==> config.mk <==
export PLATFORM = sky130hd
export DESIGN_NAME = ir_carrier_meter
export DESIGN_NICKNAME = d
export VERILOG_FILES = /design/src/rtl/cm_pkg.sv /design/src/rtl/cm_sync.sv /design/src/rtl/cm_meter.sv /design/src/rtl/cm_regs.sv /design/src/rtl/ir_carrier_meter.sv
export SDC_FILE = /design/constraint.sdc
export NUM_CORES = 1
export LEC_CHECK = 0
export BUFFER_PORTS_ARGS = -buffer_cell sky130_fd_sc_hd__buf_2
export CAP_MARGIN = 10
export CORE_MARGIN = 3
export CORE_UTILIZATION = 50
export CTS_CLUSTER_SIZE = 28
export DETAILED_ROUTE_END_ITERATION = 6
export HOLD_SLACK_MARGIN = 0.02
export PLACE_DENSITY = 0.67
export SLEW_MARGIN = 10
export SYNTH_ARGS = -nofsm -noshare
export SYNTH_HDL_FRONTEND = slang
export SYNTH_HIERARCHICAL = 1
export SYNTH_SLANG_ARGS = --single-unit
==> constraint.sdc <==
create_clock -name clk -period 3.6 [get_ports clk]
set_clock_uncertainty 0.15 [all_clocks]
set_input_delay 0.18 -clock clk [delete_from_list [all_inputs] [get_ports clk]]
set_output_delay 0.18 -clock clk [all_outputs]
set_load 0.01 [all_outputs]
==> src/rtl/cm_pkg.sv <==
package cm_pkg;
  localparam int REG_W = 8;
  localparam int CNT_W = REG_W - 1;

  typedef struct packed {
    logic             ok;
    logic [CNT_W-1:0] per;
    logic [CNT_W-1:0] hi;
  } meas_t;

  typedef enum logic {
    SEL_PERIOD = 1'b0,
    SEL_HIGH   = 1'b1
  } sel_e;
endpackage

==> src/rtl/cm_sync.sv <==
module cm_sync #(
  parameter int FILT_LEN = 4
) (
  input  logic clk,
  input  logic rst,
  input  logic raw_i,
  output logic rise_o,
  output logic fall_o
);
  localparam int FW = $clog2(FILT_LEN + 1);

  logic          s1, s2, filt, filt_d;
  logic [FW-1:0] fcnt;

  always_ff @(posedge clk) begin
    if (rst) begin
      s1     <= 1'b0;
      s2     <= 1'b0;
      filt   <= 1'b0;
      filt_d <= 1'b0;
      fcnt   <= '0;
    end else begin
      s1     <= raw_i;
      s2     <= s1;
      filt_d <= filt;
      if (s2 == filt) begin
        fcnt <= '0;
      end else if (fcnt == FW'(FILT_LEN - 1)) begin
        filt <= s2;
        fcnt <= '0;
      end else begin
        fcnt <= fcnt + 1'b1;
      end
    end
  end

  assign rise_o = filt & ~filt_d;
  assign fall_o = ~filt & filt_d;


  filt_hold_chk: assert property (@(posedge clk) disable iff (rst)
    (s2 == filt) |=> $stable(filt));
endmodule

==> src/rtl/cm_meter.sv <==
module cm_meter
  import cm_pkg::*;
#(
  parameter int TICK_DIV = 48
) (
  input  logic  clk,
  input  logic  rst,
  input  logic  en_i,
  input  logic  rise_i,
  input  logic  fall_i,
  output logic  commit_o,
  output meas_t meas_o
);
  localparam int PRE_W = $clog2(TICK_DIV);
  localparam logic [CNT_W:0] SAT = {1'b1, {CNT_W{1'b0}}};

  logic [PRE_W-1:0] pre;
  logic [CNT_W:0]   cnt, hi_cap;
  logic             armed;

  function automatic logic [CNT_W-1:0] clip(input logic [CNT_W:0] v);
    return v[CNT_W] ? {CNT_W{1'b1}} : v[CNT_W-1:0];
  endfunction

  always_ff @(posedge clk) begin
    if (rst) begin
      pre      <= PRE_W'(1);
      cnt      <= '0;
      hi_cap   <= '0;
      armed    <= 1'b0;
      commit_o <= 1'b0;
      meas_o   <= '0;
    end else if (!en_i) begin
      pre      <= PRE_W'(1);
      cnt      <= '0;
      hi_cap   <= '0;
      armed    <= 1'b0;
      commit_o <= 1'b0;
    end else begin
      commit_o <= 1'b0;
      if (rise_i) begin
        pre   <= PRE_W'(1);
        cnt   <= '0;
        armed <= 1'b1;
        if (armed) begin
          commit_o    <= 1'b1;
          meas_o.per  <= clip(cnt);
          meas_o.hi   <= clip(hi_cap);
          meas_o.ok   <= (cnt != '0) && !cnt[CNT_W];
        end
      end else if (pre == PRE_W'(TICK_DIV - 1)) begin
        pre <= '0;
        if (cnt != SAT) cnt <= cnt + 1'b1;
      end else begin
        pre <= pre + 1'b1;
      end
      if (fall_i) hi_cap <= cnt;
    end
  end


  no_commit_off_chk: assert property (@(posedge clk) disable iff (rst)
    !en_i |=> !commit_o);

  hi_le_per_chk: assert property (@(posedge clk) disable iff (rst)
    (commit_o && meas_o.ok) |-> (meas_o.hi <= meas_o.per));

  sat_flag_chk: assert property (@(posedge clk) disable iff (rst)
    (commit_o && meas_o.per == {CNT_W{1'b1}} && meas_o.ok) |-> $past(cnt) != SAT);
endmodule

==> src/rtl/cm_regs.sv <==
module cm_regs
  import cm_pkg::*;
(
  input  logic             clk,
  input  logic             rst,
  input  logic             commit_i,
  input  meas_t            meas_i,
  input  logic             rd_en_i,
  input  logic             rd_sel_i,
  output logic [REG_W-1:0] rd_data_o
);
  logic [CNT_W-1:0] per_q, hi_q;
  logic             vld_q;
  sel_e             sel;

  assign sel = sel_e'(rd_sel_i);

  always_ff @(posedge clk) begin
    if (rst) begin
      per_q     <= '0;
      hi_q      <= '0;
      vld_q     <= 1'b0;
      rd_data_o <= '0;
    end else begin
      if (commit_i) begin
        per_q <= meas_i.per;
        hi_q  <= meas_i.hi;
        vld_q <= meas_i.ok;
      end else if (rd_en_i && sel == SEL_PERIOD) begin
        vld_q <= 1'b0;
      end
      if (rd_en_i) begin
        rd_data_o <= (sel == SEL_HIGH) ? {1'b0, hi_q} : {vld_q, per_q};
      end
    end
  end


  valid_nonzero_chk: assert property (@(posedge clk) disable iff (rst)
    vld_q |-> (per_q != '0));

  rd_clear_chk: assert property (@(posedge clk) disable iff (rst)
    (rd_en_i && sel == SEL_PERIOD && !commit_i) |=> !vld_q);

  hi_top_zero_chk: assert property (@(posedge clk) disable iff (rst)
    (rd_en_i && sel == SEL_HIGH) |=> !rd_data_o[REG_W-1]);

  rd_hold_chk: assert property (@(posedge clk) disable iff (rst)
    !rd_en_i |=> $stable(rd_data_o));
endmodule

==> src/rtl/ir_carrier_meter.sv <==
module ir_carrier_meter #(
  parameter int TICK_DIV = 48,
  parameter int FILT_LEN = 4
) (
  input  logic       clk,
  input  logic       rst,
  input  logic       ir_raw,
  input  logic       det_en,
  input  logic       rd_en,
  input  logic       rd_sel,
  output logic [7:0] rd_data
);
  logic          rise, fall, commit;
  cm_pkg::meas_t meas;

  cm_sync #(.FILT_LEN(FILT_LEN)) u_sync (
    .clk(clk), .rst(rst), .raw_i(ir_raw), .rise_o(rise), .fall_o(fall)
  );

  cm_meter #(.TICK_DIV(TICK_DIV)) u_meter (
    .clk(clk), .rst(rst), .en_i(det_en), .rise_i(rise), .fall_i(fall),
    .commit_o(commit), .meas_o(meas)
  );

  cm_regs u_regs (
    .clk(clk), .rst(rst), .commit_i(commit), .meas_i(meas),
    .rd_en_i(rd_en), .rd_sel_i(rd_sel), .rd_data_o(rd_data)
  );
endmodule

Word level (Yosys, flattened, before mapping). Index checks and enable logic that the tools add are counted. W data, S select, Z words.

$add $sub $neg: 3. Eq/ne operators: 4. Muxes and demuxes: 7. Bitwise operators: 8. Reductions and logical operators: 13.

Operator list (count): $mux W7 (2); $reduce_or A3 Y1 (3); $add A8 B1 Y8 const B (1); $mux W8 (1); $ne A8 B8 Y1 const B (1); $reduce_bool A8 Y1 (1); $add A6 B1 Y6 const B (1); $eq A6 B6 Y1 const B (1); $not A1 Y1 (6); $mux W1 (4); $reduce_and A2 Y1 (2); $reduce_or A4 Y1 (1); $add A3 B1 Y3 const B (1); $eq A3 B2 Y1 const B (1); $reduce_and A3 Y1 (1); $and A1 B1 Y1 (2); $logic_and A1 B1 Y1 (2); $reduce_bool A2 Y1 (1); $reduce_or A2 Y1 (1); $eq A1 B1 Y1 (1); $logic_not A1 Y1 (1).

Register bits: 69. Output and inout port bits: 8.

Longest topological paths before layout. Gate-level depths: netlist of run 1.

Word-level depth: 4. Mapped depth: 6.

By module. The synthesis of run 1 kept the hierarchy.

Modules (own cells, without submodules): cm_meter (instances 1, cells each 179, area an instance 1552.7 um^2, seq. area each 780.7 um^2); cm_regs (instances 1, cells each 86, area an instance 905.9 um^2, seq. area each 460.4 um^2); cm_sync (instances 1, cells each 21, area an instance 251.5 um^2, seq. area each 140.1 um^2).

Least setup slack after synthesis of run 1. OpenSTA, ideal clock, no wires.

Kind: reg-to-reg. Start: register u_meter.pre[0]. End: register u_meter.cnt[2]. Library setup time: 0.070 ns. Arrival time: 1.677 ns. Required time: 3.380 ns. Path slack: 1.703 ns. Cell stages (with the launch flop): 6. Buffers on the path: 0. Clock period less this slack: 1.897 ns. Cell sequence: dfxtp_1 -> ha_1 -> nand3_4 -> or3b_4 -> or4_1 -> a21oi_1.

Longest elaborated chain between the ends: 2.

Ends and longest elaborated chain: start: declaration (RTL line cm_meter.sv:17) `logic [PRE_W-1:0] pre;`; start signal: assignment (RTL line cm_meter.sv:55) `pre <= pre + 1'b1;`; $eq A6 B6 Y1 (RTL line cm_meter.sv:51) `end else if (pre == PRE_W'(TICK_DIV - 1)) begin`; $reduce_and A2 Y1 (no line); end signal: assignment (RTL line cm_meter.sv:53) `if (cnt != SAT) cnt <= cnt + 1'b1;`; end: declaration (RTL line cm_meter.sv:18) `logic [CNT_W:0] cnt, hi_cap;`.

No other way between the ends. A chain may end at the register's enable or synchronous reset.

Worst setup path after layout of run 1. Same ends and word-level chain as after synthesis.

==> PnR_summary.wiki, run 1 <==
{| class="wikitable"
! Metric !! Value
|-
| Post-synthesis sequential area ratio || 51.0%
|-
| Final net count || 306
|-
| Number of synthesized flops with an enable pin || 0
|-
| Number of DRC violations after detailed-routing iteration 0 || 92
|-
| Cell with the largest stage delay on the worst path || sky130_fd_sc_hd__or4_1
|-
| Clock transition at path regs || 0.07 ns
|-
| Max Fanout on Critical Path || 8
|-
| Worst EP arrival || 2.13 ns
|-
| Post-route clock period utilization || 56.0%
|-
| Core Area || 5170 µm²
|-
| Area share of xor/xnor cells in the synthesized design || 2.91%
|-
| Initial antenna violation count || 0
|-
| Setup TNS || 0 ns
|-
| Critical R2R Launch || u_meter/pre[0]$_SDFF_PP1_
|-
| Highest Clock Rate || 0.496 GHz
|-
| Number of hold buffers added after cts || 1
|-
| HPWL Detailed || 3080 µm
|-
| Die boundary height || 79.6 µm
|-
| Num ports || 14
|-
| Critical path cell sequence || ha_1 > nand3_4 > or3b_4 > or4_1 > a21oi_1
|-
| Synthesized-area fraction occupied by and/or/nand/nor cells || 23.5%
|-
| Count of H-tree levels built during CTS || 3
|-
| Starting utilization of the core area || 52.4%
|-
| Number of routed nets with antenna violations || 0
|-
| Post-layout minimum cycle time || 2.01 ns
|-
| Number of synthesized register bits || 69
|-
| Area share of fa/ha/maj cells after synthesis || 2.31%
|-
| Most frequent standard cell in the layout excluding fill and tap cells || sky130_fd_sc_hd__dfxtp_1
|-
| Worst vdd ir || 0.284 mV
|-
| Mux contribution to synthesized area || 11.1%
|-
| Result of the run || finished clean
|-
| Post-cts resize count || 0
|-
| Max-Slew Margin vs Limit || 41.0%
|-
| Number of buffers and inverters on the critical path || 0
|-
| Layout-stage area growth over the synthesis result || 10.8%
|-
| Commonest non-fill, non-tap cells in the layout || 69 x sky130_fd_sc_hd__dfxtp_1, 59 x sky130_fd_sc_hd__nor2_1, 30 x sky130_fd_sc_hd__nor3_1, 30 x sky130_fd_sc_hd__mux2i_1, 13 x sky130_fd_sc_hd__buf_2
|-
| TritonCTS Sinks || 69
|-
| Final cell utilization of the core || 58.1%
|-
| Final setup violation count || 0
|-
| Vias per std cell || 5.04
|-
| Beginning of the worst hold path || rd_en
|-
| Gate count of the mapped netlist || 286
|-
| Hold Path Depth || 2
|-
| Wirelength, routed || 4660 µm
|-
| Total iterations of the first detailed-routing run || 4
|-
| Largest net degree at the start of global routing || 48
|-
| Worst setup timing slack at the placement stage || 1.61 ns
|-
| R2R Setup Slk || 1.59 ns
|-
| Diode count || 0
|-
| P_leak || 0.00105 µW
|-
| Width of the chip || 79.6 µm
|-
| Final max-slew violation count || 0
|-
| Power density over the cells || 502 nW/µm²
|-
| Actual transition at the worst max-transition pin || 0.884 ns
|-
| Post-Synthesis Net Count || 297
|-
| Number of buffers on the longest clock path || 2
|-
| Critical Path Max Stage Delay || 0.47 ns
|-
| Final-layout fill cell count || 449
|-
| Post-synthesis async set-or-reset flop share || 0%
|-
| Routability congestion estimate || 0.776
|-
| Number of unique standard cell types used by synthesis || 36
|-
| Wire per inst || 12.6 µm
|-
| Max-cap violation count || 0
|-
| Main combinational cell family by area after synthesis || simple AND/OR/NAND/NOR gates
|-
| Overall die area || 6340 µm²
|-
| Global-route wire length before repair || 8010 µm
|-
| Synthesis warning total || 6
|-
| RSZ-0062 raised after global routing || false
|-
| Worst skew pair latency || 0.34 ns
|-
| Cell family with most CP delay || simple AND/OR/NAND/NOR gates
|-
| Data required time of the critical path || 3.72 ns
|-
| Combined global-route utilization of all metal layers || 16.5%
|-
| Number of buffers created by CTS || 9
|-
| CTS Root Cell || sky130_fd_sc_hd__clkbuf_8
|-
| Worst reg2reg endpoint || u_meter/cnt[2]$_SDFFE_PP0P_
|-
| Routed vias || 1864
|-
| Placement row count || 26
|-
| Type of element launching the critical path || flop
|-
| Type of the setup path with the least slack || reg -> reg
|-
| CTS tree || done
|-
| Via count of the first global-routing pass || 1734
|-
| Mean area per synthesized cell || 9.48 µm²
|-
| Count of buffers added by post-CTS timing repair for setup || 0
|-
| Type of element capturing the critical path || flop
|-
| Worst r2r path cells || 5
|-
| Port Buf Inserts || 13
|-
| Area fraction in compound gates after synthesis || 4.62%
|-
| Minimum setup slack in the final design || 1.59 ns
|-
| Dominant synthesized flop cell || sky130_fd_sc_hd__dfxtp_1
|-
| Hold crit path type || in -> reg
|-
| Ratio of cells with drive above 1 in the final layout || 11.7%
|-
| Count of final hold-check violations || 0
|-
| Netlist area before placement || 2710 µm²
|-
| Grt ovf || 0
|-
| End point of the most critical hold path || u_regs/rd_data_o[6]$_SDFFE_PP0P_
|-
| Remaining DRCs || 0
|}
==> cell type report <==
class                           count  area [µm²]  area share, %
Clock inverter                      5        83.8           2.79
Tap cell                           70        87.6           2.92
Timing Repair Buffer               15        82.6           2.75
Clock buffer                       11         141           4.71
Sequential cell                    69        1380           46.0
Multi-Input combinational cell    194        1200           40.1
Inverter                            6        22.5          0.750
==> worst max path at each step <==
stage,startpoint,end,slack [ns],cells after the start
floorplan,u_meter/pre[0]$_SDFF_PP1_,u_meter/cnt[2]$_SDFFE_PP0P_,1.70,5
global placement,rst,u_meter/cnt[7]$_SDFFE_PP0P_,1.67,6
detailed placement,u_meter/pre[0]$_SDFF_PP1_,u_meter/cnt[2]$_SDFFE_PP0P_,1.61,5
CTS,u_meter/pre[0]$_SDFF_PP1_,u_meter/cnt[2]$_SDFFE_PP0P_,1.58,5
global route,u_sync/filt$_SDFFE_PP0P_,u_meter/meas_o[14]$_SDFFE_PP0P_,1.45,5
finish,u_meter/pre[0]$_SDFF_PP1_,u_meter/cnt[2]$_SDFFE_PP0P_,1.59,5
==> synth_stat cells, types with 2 or more instances <==
library cell | n | share of area, %
sky130_fd_sc_hd__dfxtp_1 | 69 | 51
sky130_fd_sc_hd__nor2_1 | 59 | 8.2
sky130_fd_sc_hd__mux2i_1 | 30 | 11
sky130_fd_sc_hd__nor3_1 | 30 | 5.5
sky130_fd_sc_hd__clkbuf_1 | 9 | 1.2
sky130_fd_sc_hd__nand2_1 | 9 | 1.2
sky130_fd_sc_hd__a211oi_1 | 7 | 1.9
sky130_fd_sc_hd__a21oi_1 | 7 | 1.3
sky130_fd_sc_hd__xnor2_1 | 7 | 2.3
sky130_fd_sc_hd__inv_1 | 6 | 0.83
sky130_fd_sc_hd__nor4_1 | 6 | 1.4
sky130_fd_sc_hd__ha_1 | 5 | 2.3
sky130_fd_sc_hd__nand3_1 | 4 | 0.74
sky130_fd_sc_hd__nor2b_1 | 4 | 0.92
sky130_fd_sc_hd__o21ai_0 | 4 | 0.74
sky130_fd_sc_hd__nand2b_1 | 3 | 0.69
sky130_fd_sc_hd__nand3b_1 | 3 | 0.83
sky130_fd_sc_hd__buf_2 | 2 | 0.37
sky130_fd_sc_hd__buf_4 | 2 | 0.55
sky130_fd_sc_hd__buf_6 | 2 | 0.83
sky130_fd_sc_hd__nor3b_1 | 2 | 0.55
sky130_fd_sc_hd__xor2_1 | 2 | 0.65
==> where the power goes <==
part	total (µW)	leakage (µW)	switching (µW)	internal [µW]
sequential	774	0.000558	3.57	770
clock	695	0.000106	284	410
combinational	41.3	0.000382	26.0	15.3
==> routing by layer <==
| layer | vias up | routed length, µm | GRT usage (%) |
|---|---|---|---|
| li1 | 989 | - | - |
| met1 | 836 | 2340 | 20.6 |
| met2 | 31 | 2030 | 25.0 |
| met3 | 8 | 198 | 6.09 |
| met4 | 0 | 87 | 8.25 |
| met5 | - | 0 | 0 |
==> logic make-up (layout without fill, tap and decap cells) <==
family | after synthesis | count (layout)
buf+inv | 23 | 37
fa+ha+maj | 5 | 5
simple gates | 130 | 130
mux | 30 | 30
compound gates | 20 | 20
xor+xnor | 9 | 9
flops | 69 | 69
==> flip-flops by register name, indices dropped and copies added (netlist names) <==
name / cells
u_meter/armed: 1
u_meter/cnt: 8
u_meter/commit_o: 1
u_meter/hi_cap: 8
u_meter/meas_o: 15
u_meter/pre: 6
u_regs/hi_q: 7
u_regs/per_q: 7
u_regs/rd_data_o: 8
u_regs/vld_q: 1
u_sync/fcnt: 3
u_sync/filt: 1
u_sync/filt_d: 1
u_sync/s1: 1
u_sync/s2: 1
==> per-stage QoR <==
| stage | instance area, µm² | power, µW | std cells | hold slack [ns] |
|---|---|---|---|---|
| finish | 3000 | 1510 | 370 | 0.0955 |
| global route | 3000 | 1570 | 370 | 0.112 |
| CTS | 3000 | 1530 | 370 | 0.0729 |
| detailed placement | 2770 | 832 | 353 | 0.262 |
| global placement | 2770 | 832 | 353 | 0.275 |
| floorplan | 2710 | 822 | 286 | 0.102 |
==> worst register-to-register path: stages, from the launching register on <==
cell and delay [ns]:
sky130_fd_sc_hd__dfxtp_1 0.35, sky130_fd_sc_hd__ha_1 0.24, sky130_fd_sc_hd__nand3_4 0.14, sky130_fd_sc_hd__or3b_4 0.45, sky130_fd_sc_hd__or4_1 0.47, sky130_fd_sc_hd__a21oi_1 0.15
No activity file was read; power rests on OpenSTA's default activity.
==> inputs of run 2 (changes only) <==
Settings changed: ABC_AREA set to 1, PLACE_DENSITY 0.67 to 0.7.
Clock period 3.6 ns to 1.64 ns, I/O delays scaled along.
==> PnR_summary.wiki, run 2 <==
{| class="wikitable"
! Metric !! Value
|-
| Result of the run || finished clean (unchanged)
|-
| Dominant synthesized flop cell || sky130_fd_sc_hd__dfxtp_1 (unchanged)
|-
| Ratio of cells with drive above 1 in the final layout || 16.8% (was 11.7%)
|-
| Layout Cells excl Fill || 470 (was 370)
|-
| Die boundary height || 81.5 µm (was 79.6 µm)
|-
| Critical path cell sequence || ha_1 > nand2_2 > nor2_4 > nand2_2 > clkinv_2 > nand2_4 > a21oi_1 > nor2_1 (was ha_1 > nand3_4 > or3b_4 > or4_1 > a21oi_1)
|-
| Vias per std cell || 5.03 (was 5.04)
|-
| Cells after DPL || 449 (was 353)
|-
| Actual transition at the worst max-transition pin || 0.281 ns (was 0.884 ns)
|-
| Routability congestion estimate || 0.869 (was 0.776)
|-
| Num ports || 14 (unchanged)
|-
| Combined global-route utilization of all metal layers || 19.0% (was 16.5%)
|-
| Placement row count || 26 (unchanged)
|-
| P_leak || 0.00148 µW (was 0.00105 µW)
|-
| CTS Root Cell || sky130_fd_sc_hd__clkbuf_8 (unchanged)
|-
| Wire per inst || 11.7 µm (was 12.6 µm)
|-
| Worst vdd ir || 0.742 mV (was 0.284 mV)
|-
| Beginning of the worst hold path || u_sync/s1$_SDFF_PP0_ (was rd_en)
|-
| Max-cap violation count || 0 (unchanged)
|-
| Type of element launching the critical path || flop (unchanged)
|-
| Grt ovf || 0 (unchanged)
|-
| Gate count of the mapped netlist || 374 (was 286)
|-
| Number of DRC violations after detailed-routing iteration 0 || 84 (was 92)
|-
| Largest net degree at the start of global routing || 18 (was 48)
|-
| Max-Slew Margin vs Limit || 81.2% (was 41.0%)
|-
| Post-Synthesis Net Count || 385 (was 297)
|-
| Diode count || 0 (unchanged)
|-
| Clock transition at path regs || 0.08 ns (was 0.07 ns)
|-
| Critical Path Max Stage Delay || 0.37 ns (was 0.47 ns)
|-
| Type of element capturing the critical path || flop (unchanged)
|-
| Worst skew pair latency || 0.34 ns (about the same)
|-
| Critical R2R Launch || u_meter/pre[0]$_SDFF_PP1_ (unchanged)
|-
| Total iterations of the first detailed-routing run || 4 (unchanged)
|-
| Fraction of synthesized cell area taken by the top area cell type || 48.5% (was 51.0%)
|-
| Most frequent cell on the critical path || sky130_fd_sc_hd__nand2_2
|-
| Number of buffers on the longest clock path || 2 (unchanged)
|-
| Top-count cell post-synth || sky130_fd_sc_hd__nor2_1 (was sky130_fd_sc_hd__dfxtp_1)
|-
| Overall die area || 6640 µm² (was 6340 µm²)
|-
| Number of synthesized register bits || 69 (unchanged)
|-
| Setup TNS || 0 ns (unchanged)
|-
| Number of routed nets with antenna violations || 0 (unchanged)
|-
| Worst setup path startpoint || u_meter/pre[0]$_SDFF_PP1_ (unchanged)
|-
| Post-synthesis async set-or-reset flop share || 0% (unchanged)
|-
| Global-route wire length before repair || 9720 µm (was 8010 µm)
|-
| Count of H-tree levels built during CTS || 3 (unchanged)
|-
| Mean area per synthesized cell || 7.62 µm² (was 9.48 µm²)
|-
| Cell taking the most area after synthesis || sky130_fd_sc_hd__dfxtp_1 (unchanged)
|-
| Starting utilization of the core area || 53.7% (was 52.4%)
|-
| Width of the chip || 81.5 µm (was 79.6 µm)
|-
| Initial antenna violation count || 0 (unchanged)
|-
| Number of unique standard cell types used by synthesis || 27 (was 36)
|-
| TritonCTS Sinks || 69 (unchanged)
|-
| Routed vias || 2365 (was 1864)
|-
| Port Buf Inserts || 13 (unchanged)
|-
| Netlist area before placement || 2850 µm² (was 2710 µm²)
|-
| HPWL Detailed || 3850 µm (was 3080 µm)
|-
| R2R Setup Slk || 0.16 ns (was 1.59 ns)
|-
| Final net count || 406 (was 306)
|-
| RSZ-0062 raised after global routing || false (unchanged)
|-
| Number of buffers created by CTS || 9 (unchanged)
|-
| Top cells by instance count after synthesis || 83 x sky130_fd_sc_hd__nor2_1, 69 x sky130_fd_sc_hd__dfxtp_1, 51 x sky130_fd_sc_hd__nand2_1, 33 x sky130_fd_sc_hd__o21ai_0, 28 x sky130_fd_sc_hd__inv_1 (was 69 x sky130_fd_sc_hd__dfxtp_1, 59 x sky130_fd_sc_hd__nor2_1, 30 x sky130_fd_sc_hd__mux2i_1, 30 x sky130_fd_sc_hd__nor3_1)
|-
| Area of the multi-input gates || 1230 µm² (was 1200 µm²)
|-
| Layout-stage area growth over the synthesis result || 14.8% (was 10.8%)
|-
| Post-route clock period utilization || 90.3% (was 56.0%)
|-
| Most frequent standard cell in the layout excluding fill and tap cells || sky130_fd_sc_hd__nor2_1 (was sky130_fd_sc_hd__dfxtp_1)
|-
| Final setup violation count || 0 (unchanged)
|-
| Top area cells in the synthesized netlist || sky130_fd_sc_hd__dfxtp_1 48%, sky130_fd_sc_hd__nor2_1 11%, sky130_fd_sc_hd__nand2_1 6.7%, sky130_fd_sc_hd__o21ai_0 5.8%, sky130_fd_sc_hd__inv_1 3.7% (was sky130_fd_sc_hd__dfxtp_1 51%, sky130_fd_sc_hd__mux2i_1 11%, sky130_fd_sc_hd__nor2_1 8.2%, sky130_fd_sc_hd__nor3_1 5.5%, sky130_fd_sc_hd__ha_1 2.3%)
|-
| CTS tree || done (unchanged)
|-
| Core Area || 5300 µm² (was 5170 µm²)
|-
| Cell with the largest stage delay on the worst path || sky130_fd_sc_hd__dfxtp_1 (was sky130_fd_sc_hd__or4_1)
|-
| Final max-slew violation count || 0 (unchanged)
|-
| Data required time of the critical path || 1.72 ns (was 3.72 ns)
|-
| Wirelength, routed || 5510 µm (was 4660 µm)
|-
| Type of the setup path with the least slack || reg -> reg (unchanged)
|-
| Remaining DRCs || 0 (unchanged)
|-
| Commonest non-fill, non-tap cells in the layout || 82 x sky130_fd_sc_hd__nor2_1, 69 x sky130_fd_sc_hd__dfxtp_1, 50 x sky130_fd_sc_hd__nand2_1, 33 x sky130_fd_sc_hd__o21ai_0, 27 x sky130_fd_sc_hd__inv_1 (was 69 x sky130_fd_sc_hd__dfxtp_1, 59 x sky130_fd_sc_hd__nor2_1, 30 x sky130_fd_sc_hd__nor3_1, 30 x sky130_fd_sc_hd__mux2i_1, 13 x sky130_fd_sc_hd__buf_2)
|-
| Hold crit path type || reg -> reg (was in -> reg)
|-
| Highest Clock Rate || 0.675 GHz (was 0.496 GHz)
|-
| Power density over the cells || 1120 nW/µm² (was 502 nW/µm²)
|-
| Max Fanout on Critical Path || 8 (unchanged)
|-
| Final-layout fill cell count || 486 (was 449)
|-
| Sequential cell area || 1380 µm² (unchanged)
|-
| Flip-flop count of the largest register after layout || 15 (unchanged)
|-
| Worst EP arrival || 1.56 ns (was 2.13 ns)
|-
| Post-synthesis sequential area ratio || 48.5% (was 51.0%)
|-
| Post-layout minimum cycle time || 1.48 ns (was 2.01 ns)
|-
| Register name with the most flops || u_meter/meas_o (unchanged)
|-
| Count of final hold-check violations || 0 (unchanged)
|-
| Via count of the first global-routing pass || 2224 (was 1734)
|-
| Number of synthesized flops with an enable pin || 0 (unchanged)
|-
| Synthesis warning total || 6 (unchanged)
|}
[run 2: changes by cell type after synthesis, sizes merged, moves of 20 or more]
cell | previous run | this run
nand2 | 9 | 58
o21ai | 4 | 42
inv | 6 | 39
nor2 | 59 | 90
mux2i | 30 | 0
nor3 | 30 | 10
[run 2: logic make-up (layout without fill, tap and decap cells)]
group | Yosys count | in the layout | synth area share (%)
AO/OA/AOI/OAI | 67 | 67 | 12.3
XOR/XNOR | 2 | 2 | 0.615
adder cells (fa/ha/maj) | 5 | 5 | 2.20
buffers and inverters | 52 | 78 | 8.87
flip-flops | 69 | 69 | 48.5
AND/OR/NAND/NOR | 179 | 179 | 27.5
[run 2: through the flow]
stage	worst slack, ns	util [%]	total power (µW)	hold slack, ns	area, µm²
finish	0.159	61.7	3660	0.255	3270
global route	0.0129	61.7	3780	0.266	3270
CTS	0.106	61.4	3690	0.261	3250
detailed placement	0.138	55.3	1840	0.150	2930
global placement	0.182	55.3	1840	0.139	2930
floorplan	0.165	-	1820	-0.00556	2850
[run 2: layout make-up]
class / instances / share of cell area [%]
flip-flops and latches: 69 / 42.3
well taps: 70 / 2.68
repair buffers: 22 / 4.44
multi-input cells: 253 / 37.5
clock inverters: 6 / 4.09
inverters: 40 / 4.78
clock buffers: 10 / 4.21
[run 2: worst paths after layout]
check,cells past startpoint,end
setup reg to reg,8,u_meter/cnt[5]$_SDFFE_PP0P_
hold reg to reg,2,u_sync/s2$_SDFF_PP0_
hold / removal,2,u_sync/s2$_SDFF_PP0_
setup / recovery,8,u_meter/cnt[5]$_SDFFE_PP0P_
[run 2: metal layers]
metal	routed length (µm)	GRT usage (%)	part of all wire, %
met5	0	0	0
met4	95	8.78	1.7
met3	215	4.28	3.9
met2	2510	30.3	46
met1	2690	24.6	49
[run 2: where the power goes]
part | switching (µW) | leakage, µW | internal [µW]
logic | 69.3 | 0.000783 | 42.5
clock network | 640 | 0.000136 | 1210
registers | 8.69 | 0.000558 | 1690
total | 718 | 0.00148 | 2940
[run 2: what timing repair did]
item                       CTS  global route
setup endpoints to repair    0            21
setup buffers                0             0
hold endpoints to repair    26             0
resized for setup            0             5
hold buffers                 5             0
[run 2: worst max-delay path, delay by kind of cell, from the launching register on]
family | cells | cell delay (ns)
simple gates | 5 | 0.42
fa+ha+maj | 1 | 0.20
compound gates | 1 | 0.14
buf+inv | 1 | 0.10
flops | 1 | 0.37
